==> src/rtl/fts_pkg.sv <==
package fts_pkg;

  localparam int LANES   = 4;
  localparam int LANE_W  = 9;
  localparam int WORD_W  = LANES * LANE_W;
  localparam int BEAT_W  = 2;

  typedef logic [LANES-1:0]  lane_mask_t;
  typedef logic [WORD_W-1:0] word_t;
  typedef logic [BEAT_W-1:0] beat_t;

  typedef enum logic {
    ORDER_LINEAR     = 1'b0,
    ORDER_INTERLEAVE = 1'b1
  } burst_order_e;

  function automatic beat_t beat_offset(beat_t base, beat_t step, burst_order_e order);
    beat_t off;
    if (order == ORDER_INTERLEAVE) off = base ^ step;
    else                           off = base + step;
    return off;
  endfunction

endpackage

==> src/rtl/fts_burst_gen.sv <==
module fts_burst_gen
  import fts_pkg::*;
#(
  parameter int AW = 4
) (
  input  logic          clk,
  input  logic          rst_n,
  input  logic          load,
  input  logic          advance,
  input  logic [AW-1:0] load_addr,
  input  logic          interleave,
  output logic [AW-1:0] addr_nx,
  output logic [AW-1:0] addr_q
);

  localparam int HI_W = AW - BEAT_W;

  logic [HI_W-1:0] hi_q,   hi_d;
  beat_t           base_q, base_d;
  beat_t           step_q, step_d;
  burst_order_e    order;

  assign order = burst_order_e'(interleave);

  always_comb begin
    hi_d   = hi_q;
    base_d = base_q;
    step_d = step_q;
    if (load) begin
      hi_d   = load_addr[AW-1:BEAT_W];
      base_d = load_addr[BEAT_W-1:0];
      step_d = '0;
    end else if (advance) begin
      step_d = step_q + beat_t'(1);
    end
  end

  always_ff @(posedge clk or negedge rst_n) begin
    if (!rst_n) begin
      hi_q   <= '0;
      base_q <= '0;
      step_q <= '0;
    end else if (load || advance) begin
      hi_q   <= hi_d;
      base_q <= base_d;
      step_q <= step_d;
    end
  end

  assign addr_nx = {hi_d, beat_offset(base_d, step_d, order)};
  assign addr_q  = {hi_q, beat_offset(base_q, step_q, order)};

  AST_SUSPEND_HOLDS: assert property (@(posedge clk) disable iff (!rst_n)
    (!load && !advance) |=> $stable(addr_q));
  AST_UPPER_KEEP: assert property (@(posedge clk) disable iff (!rst_n)
    (advance && !load) |=> (addr_q[AW-1:BEAT_W] == $past(addr_q[AW-1:BEAT_W])));
  AST_LOAD_TAKES: assert property (@(posedge clk) disable iff (!rst_n)
    load |=> (addr_q == $past(load_addr)));

endmodule

==> src/rtl/fts_wr_decode.sv <==
module fts_wr_decode
  import fts_pkg::*;
(
  input  logic       gw_n,
  input  logic       bwe_n,
  input  lane_mask_t bsel_n,
  output lane_mask_t lane_raw,
  output logic       wr_seen
);

  for (genvar l = 0; l < LANES; l++) begin : g_lane
    assign lane_raw[l] = !gw_n || (!bwe_n && !bsel_n[l]);
  end

  assign wr_seen = |lane_raw;

endmodule

==> src/rtl/fts_store.sv <==
module fts_store
  import fts_pkg::*;
#(
  parameter int DEPTH = 16,
  parameter int AW    = $clog2(DEPTH)
) (
  input  logic          clk,
  input  logic          rst_n,
  input  lane_mask_t    lane_we,
  input  logic [AW-1:0] waddr,
  input  word_t         wdata,
  input  logic [AW-1:0] raddr,
  output word_t         rword
);

  for (genvar l = 0; l < LANES; l++) begin : g_lane
    logic [LANE_W-1:0] cell_q [DEPTH];
    logic [DEPTH-1:0]  seen_q;

    always_ff @(posedge clk) begin
      if (lane_we[l]) cell_q[waddr] <= wdata[l*LANE_W +: LANE_W];
    end

    always_ff @(posedge clk or negedge rst_n) begin
      if (!rst_n)          seen_q        <= '0;
      else if (lane_we[l]) seen_q[waddr] <= 1'b1;
    end

    assign rword[l*LANE_W +: LANE_W] = seen_q[raddr] ? cell_q[raddr] : '0;
  end

endmodule

==> src/rtl/fts_out_ctrl.sv <==
module fts_out_ctrl (
  input  logic clk,
  input  logic rst_n,
  input  logic start,
  input  logic desel,
  input  logic advance,
  input  logic do_write,
  input  logic oe_n,
  output logic active_q,
  output logic drive_en
);

  logic active_d;
  logic hold_q, hold_d;
  logic mask_q, mask_d;

  always_comb begin
    active_d = active_q;
    if (start)      active_d = 1'b1;
    else if (desel) active_d = 1'b0;

    hold_d = hold_q;
    if (do_write)                        hold_d = 1'b1;
    else if (start || advance || desel)  hold_d = 1'b0;

    mask_d = start && !active_q;
  end

  always_ff @(posedge clk or negedge rst_n) begin
    if (!rst_n) begin
      active_q <= 1'b0;
      hold_q   <= 1'b0;
      mask_q   <= 1'b0;
    end else begin
      active_q <= active_d;
      hold_q   <= hold_d;
      mask_q   <= mask_d;
    end
  end

  assign drive_en = active_q && !hold_q && !mask_q && !oe_n;

  AST_WRITE_MUTES: assert property (@(posedge clk) disable iff (!rst_n)
    do_write |=> !drive_en);
  AST_DESEL_MUTES: assert property (@(posedge clk) disable iff (!rst_n)
    desel |=> !drive_en);
  AST_FIRST_READ_MASKED: assert property (@(posedge clk) disable iff (!rst_n)
    (start && !active_q) |=> !drive_en);

endmodule

==> src/rtl/fts_sram_ctrl.sv <==
module fts_sram_ctrl
  import fts_pkg::*;
#(
  parameter  int DEPTH = 16,
  localparam int AW    = $clog2(DEPTH)
) (
  input  logic              clk,
  input  logic              rst_n,
  input  logic              sel1_n,
  input  logic              sel2,
  input  logic              sel3_n,
  input  logic              proc_stb_n,
  input  logic              ctrl_stb_n,
  input  logic              adv_n,
  input  logic [AW-1:0]     addr,
  input  logic              gw_n,
  input  logic              bwe_n,
  input  logic [LANES-1:0]  bsel_n,
  input  logic              oe_n,
  input  logic              interleave,
  input  logic [WORD_W-1:0] wdata,
  output logic [WORD_W-1:0] rdata,
  output logic              rvalid
);

  logic [1:0] rst_sync_q;
  logic       rst_i_n;

  always_ff @(posedge clk or negedge rst_n) begin
    if (!rst_n) rst_sync_q <= '0;
    else        rst_sync_q <= {rst_sync_q[0], 1'b1};
  end
  assign rst_i_n = rst_sync_q[1];

  logic       sel_ok, proc_seen, ctrl_seen, strobe;
  logic       start, desel, cont, advance, wr_allow, do_write;
  logic       active_q, drive_en, wr_seen;
  lane_mask_t lane_raw, lane_we;
  logic [AW-1:0] addr_nx, addr_q;
  word_t      rword;

  always_comb begin
    sel_ok    = !sel1_n && sel2 && !sel3_n;
    proc_seen = !proc_stb_n && !sel1_n;
    ctrl_seen = !proc_seen && !ctrl_stb_n;
    strobe    = proc_seen || ctrl_seen;
    start     = strobe && sel_ok;
    desel     = strobe && !sel_ok;
    cont      = !strobe && active_q;
    advance   = cont && !adv_n;
    wr_allow  = (ctrl_seen && sel_ok) || cont;
    do_write  = wr_allow && wr_seen;
    lane_we   = wr_allow ? lane_raw : '0;
  end

  fts_wr_decode u_dec (
    .gw_n     (gw_n),
    .bwe_n    (bwe_n),
    .bsel_n   (bsel_n),
    .lane_raw (lane_raw),
    .wr_seen  (wr_seen)
  );

  fts_burst_gen #(.AW(AW)) u_burst (
    .clk        (clk),
    .rst_n      (rst_i_n),
    .load       (start),
    .advance    (advance),
    .load_addr  (addr),
    .interleave (interleave),
    .addr_nx    (addr_nx),
    .addr_q     (addr_q)
  );

  fts_store #(.DEPTH(DEPTH), .AW(AW)) u_store (
    .clk     (clk),
    .rst_n   (rst_i_n),
    .lane_we (lane_we),
    .waddr   (addr_nx),
    .wdata   (wdata),
    .raddr   (addr_q),
    .rword   (rword)
  );

  fts_out_ctrl u_out (
    .clk      (clk),
    .rst_n    (rst_i_n),
    .start    (start),
    .desel    (desel),
    .advance  (advance),
    .do_write (do_write),
    .oe_n     (oe_n),
    .active_q (active_q),
    .drive_en (drive_en)
  );

  assign rvalid = drive_en;
  assign rdata  = drive_en ? rword : '0;

  AST_PROC_EDGE_READ: assert property (@(posedge clk) disable iff (!rst_i_n)
    (!proc_stb_n && !sel1_n) |-> (lane_we == '0));
  AST_GW_FULL: assert property (@(posedge clk) disable iff (!rst_i_n)
    (wr_allow && !gw_n) |-> (lane_we == '1));
  AST_BYTE_LANES: assert property (@(posedge clk) disable iff (!rst_i_n)
    (wr_allow && gw_n && !bwe_n) |-> (lane_we == ~bsel_n));
  AST_NO_WRITE_QUIET: assert property (@(posedge clk) disable iff (!rst_i_n)
    (gw_n && bwe_n) |-> (lane_we == '0));
  AST_OE_HIGH_OFF: assert property (@(posedge clk) disable iff (!rst_i_n)
    oe_n |-> !rvalid);
  AST_OFF_ZERO: assert property (@(posedge clk) disable iff (!rst_i_n)
    !rvalid |-> (rdata == '0));

endmodule

==> config.mk <==
export PLATFORM = sky130hd
export DESIGN_NAME = fts_sram_ctrl
export DESIGN_NICKNAME = d
export VERILOG_FILES = /design/src/rtl/fts_pkg.sv /design/src/rtl/fts_burst_gen.sv /design/src/rtl/fts_wr_decode.sv /design/src/rtl/fts_store.sv /design/src/rtl/fts_out_ctrl.sv /design/src/rtl/fts_sram_ctrl.sv
export SDC_FILE = /design/constraint.sdc
export NUM_CORES = 1
export LEC_CHECK = 0
export BUFFER_PORTS_ARGS = -buffer_cell sky130_fd_sc_hd__buf_2
export CORE_MARGIN = 4
export CORE_UTILIZATION = 30
export CTS_CLUSTER_SIZE = 20
export DETAILED_ROUTE_END_ITERATION = 7
export GPL_ROUTABILITY_DRIVEN = 0
export PLACE_DENSITY = 0.54
export SETUP_SLACK_MARGIN = 0.15
export SLEW_MARGIN = 20
export SYNTH_ARGS = -nofsm -noshare
export SYNTH_HDL_FRONTEND = slang
export SYNTH_SLANG_ARGS = --single-unit
==> constraint.sdc <==
create_clock -name clk -period 3.3 [get_ports clk]
set_input_delay 0.165 -clock clk [delete_from_list [all_inputs] [get_ports clk]]
set_output_delay 0.165 -clock clk [all_outputs]
set_load 0.1 [all_outputs]
==> summary.txt <==
Status - finished, violations left
Failing checks - negative setup slack
GR Util met3 - 0.0270
Post-layout nets - 1928
Die Height - 309 um
Crit path launch type - flip-flop
EDFF count, synth - 576
Final Skew - 0.0210 ns
GR Util met1 - 0.193
Final hold violation count - 0
Post-route cell area - 0.0348 sq mm
Hold path depth - 4
Power per cell area - 673 mW/mm^2
Worst Hold Class - input port to flip-flop
Kind of critical path - flip-flop to output port
Area growth syn-to-layout - 27.9%
FF-to-FF Start - u_burst.step_q[1]
Antenna violations before repair - 3
Post-synth top area cell - edfxtp_1
Share of layout cells above drive strength 1 - 0.371
Synth top area share - 0.636
RR Endpoint - u_store.g_lane[3].cell_q[15][8]
Clk buf depth - 3
Busiest layer in global routing - met2
Most frequent cell after synthesis - edfxtp_1
Number of buffers inserted by port buffering - 92
Reg-to-reg setup timing slack - 0.32 ns
Post-DP HPWL - 43.6 mm
Worst path arrival time - 3.23 ns
Setup violations, final - 34
Vias in the first global route - 17.0k
Crit. End Element - output port
Yosys reg bits - 651
Area after DPL - 0.0305 sq mm
Leak pwr - 11.5 nW
Post-Syn Area - 0.0272 sq mm
CTS Sinks - 651
CP max FO - 9
Post-synth cell types - 51
Antenna Nets Post-Route - 0
H-tree depth - 3
WHS - 0.0841 ns
Drt total wl - 72.8 mm
Max Fclk - 294 MHz
Fillers - 8252
# DRC - 0
Clock transition at path regs - 0.07 ns
MaxCap Viol Count - 0
Worst Path Required - 3.13 ns
Final WS setup - -0.0962 ns
Post-synth top cells - edfxtp_1 (576), mux4_2 (133), nand2_1 (107)
Min Tclk post-route - 3.40 ns
FP Rows - 110
Syn Area/Cell - 17.3 sq um
Actual slew at the worst max-slew pin - 1.01 ns
Largest net degree at the start of global routing - 74
Syn Inst Count - 1572
Iter 0 DRT Violations - 1195
Sequential share of the synthesized area - 0.705
Main synth FF type - edfxtp_1
GRT Total Usage - 0.151
Max VDD drop - 371 uV
Worst-Skew Late Latency - 0.61 ns
Area of the core - 0.0900 sq mm
Vias - 16.0k
Relative slew slack - 0.330
Routed len/inst - 23.5 um
CTS tree - yes
Min-delay src - proc_stb_n
CTS buffer count - 68
Vias per cell - 5.17
Syn Nets - 1630
Slew Limit Fails - 0
Grt total ovfl - 0
Asr flop ratio synth - 0.115
Die width - 309 um
DP Worst Slack - -0.220 ns
Pre-antenna DRT Iters - 6
Top post-synthesis cells by area - edfxtp_1 (64%), mux4_2 (11%), dfrtp_1 (6.9%), o21bai_1 (1.8%), nand2_1 (1.5%)
Hold EP - u_burst.base_q[1]
First-pass GRT wire length - 109 mm
Starting density of the core - 0.302
Ys Warns - 0
Clk root buf - clkbuf_16
# IOs - 93
Final period util - 1.03
RSZ-0062 raised after global routing - true
Die ar. - 0.0956 sq mm
Worst Reg-to-Reg Cells - 10
Met2 Use GR - 0.259
[how the worst max path moves through the flow]
stage,to,start
after floorplan,rdata[33],u_burst.step_q[0]
after global placement,u_store.g_lane[1].cell_q[2][0],sel1_n
after detailed placement,u_store.g_lane[1].cell_q[2][0],sel1_n
after CTS,rdata[35],u_burst.step_q[0]
after global routing,rdata[12],u_burst.step_q[0]
final,rdata[16],u_burst.step_q[0]
[power by group]
part | switching, mW | internal [mW] | total (mW)
clock | 3.15 | 4.10 | 7.25
sequential | 0.252 | 9.28 | 9.53
combinational | 3.48 | 3.15 | 6.64
total | 6.88 | 16.5 | 23.4
[worst max-delay path: stages (launching register included)]
cell,delay (ns)
dfrtp_2,0.43
ha_4,0.16
and2b_4,0.20
xnor2_4,0.21
buf_12,0.20
clkbuf_16,0.17
o221ai_2,0.11
a211oi_2,0.30
nor4_4,0.10
buf_4,0.17
clkbuf_16,0.16
nor3_4,0.20
buf_12,0.20
[per-layer routing]
layer | routed length, um | vias to the layer above
met3 | 3730 | 118
met1 | 30000 | 8381
met4 | 2200 | 0
met5 | 0 | -
li1 | - | 7042
met2 | 36900 | 476
[cell type report]
type                            instances  area, sq um  area share
Timing Repair Buffer                  344         3750       0.108
Multi-Input combinational cell        801         8280       0.238
Inverter                                4         15.0    0.000431
Sequential cell                       651        19200       0.551
Clock inverter                         38          267     0.00766
Antenna cell                            3         7.51    0.000216
Clock buffer                           83         1820      0.0523
Tap cell                             1176         1470      0.0423
[per-stage QoR]
step                total power [mW]   util  setup TNS [ns]  std cells
floorplan                       13.2      -               0       1572
global placement                14.9  0.339           -3.18       2867
detailed placement              15.0  0.339           -4.75       2867
CTS                             23.2  0.381           -2.76       3078
global route                    24.4  0.387           -4.94       3099
finish                          23.4  0.387           -1.56       3100
[timing repair]
item / CTS / global route
gates cloned: 9 / 5
buffers inserted: 36 / 14
endpoints found under the hold margin: 584 / 0
gates resized for setup: 159 / 60
pin swaps: 39 / 27
hold buffers: 45 / 0
setup endpoints to repair: 45 / 54
[cells by family (layout without fill, tap and decap cells)]
logic type,Yosys count,after routing,synth area share
AO/OA/AOI/OAI,316,316,0.0892
XOR/XNOR,6,6,0.00359
adder cells (fa/ha/maj),2,2,0.000920
buffers and inverters,120,469,0.0211
flip-flops,651,651,0.705
multiplexers,144,144,0.121
other,1,4,0.000138
AND/OR/NAND/NOR,332,332,0.0597
[state kept, by name, summed over array words and instances, names as in the netlist]
name                   cells
u_store.g_lane.cell_q    576
u_store.g_lane.seen_q     64
rst_sync_q                 2
u_burst.base_q             2
u_burst.hi_q               2
u_burst.step_q             2
u_out.active_q             1
u_out.hold_q               1
u_out.mask_q               1
[placed cells by master, fill, tap and decap left out, types with 45 or more instances in the layout]
| cell type | Yosys | layout |
|---|---|---|
| nor2_1 | 70 | 63 |
| buf_12 | 0 | 60 |
| edfxtp_1 | 576 | 576 |
| nand2_1 | 107 | 107 |
| dlygate4sd3_1 | 0 | 45 |
| buf_2 | 26 | 56 |
| clkbuf_16 | 0 | 74 |
| o21bai_1 | 64 | 64 |
| mux4_2 | 133 | 143 |
| dfrtp_1 | 75 | 69 |
| buf_4 | 6 | 147 |
Note: power is estimated with default switching activity, not from simulation.
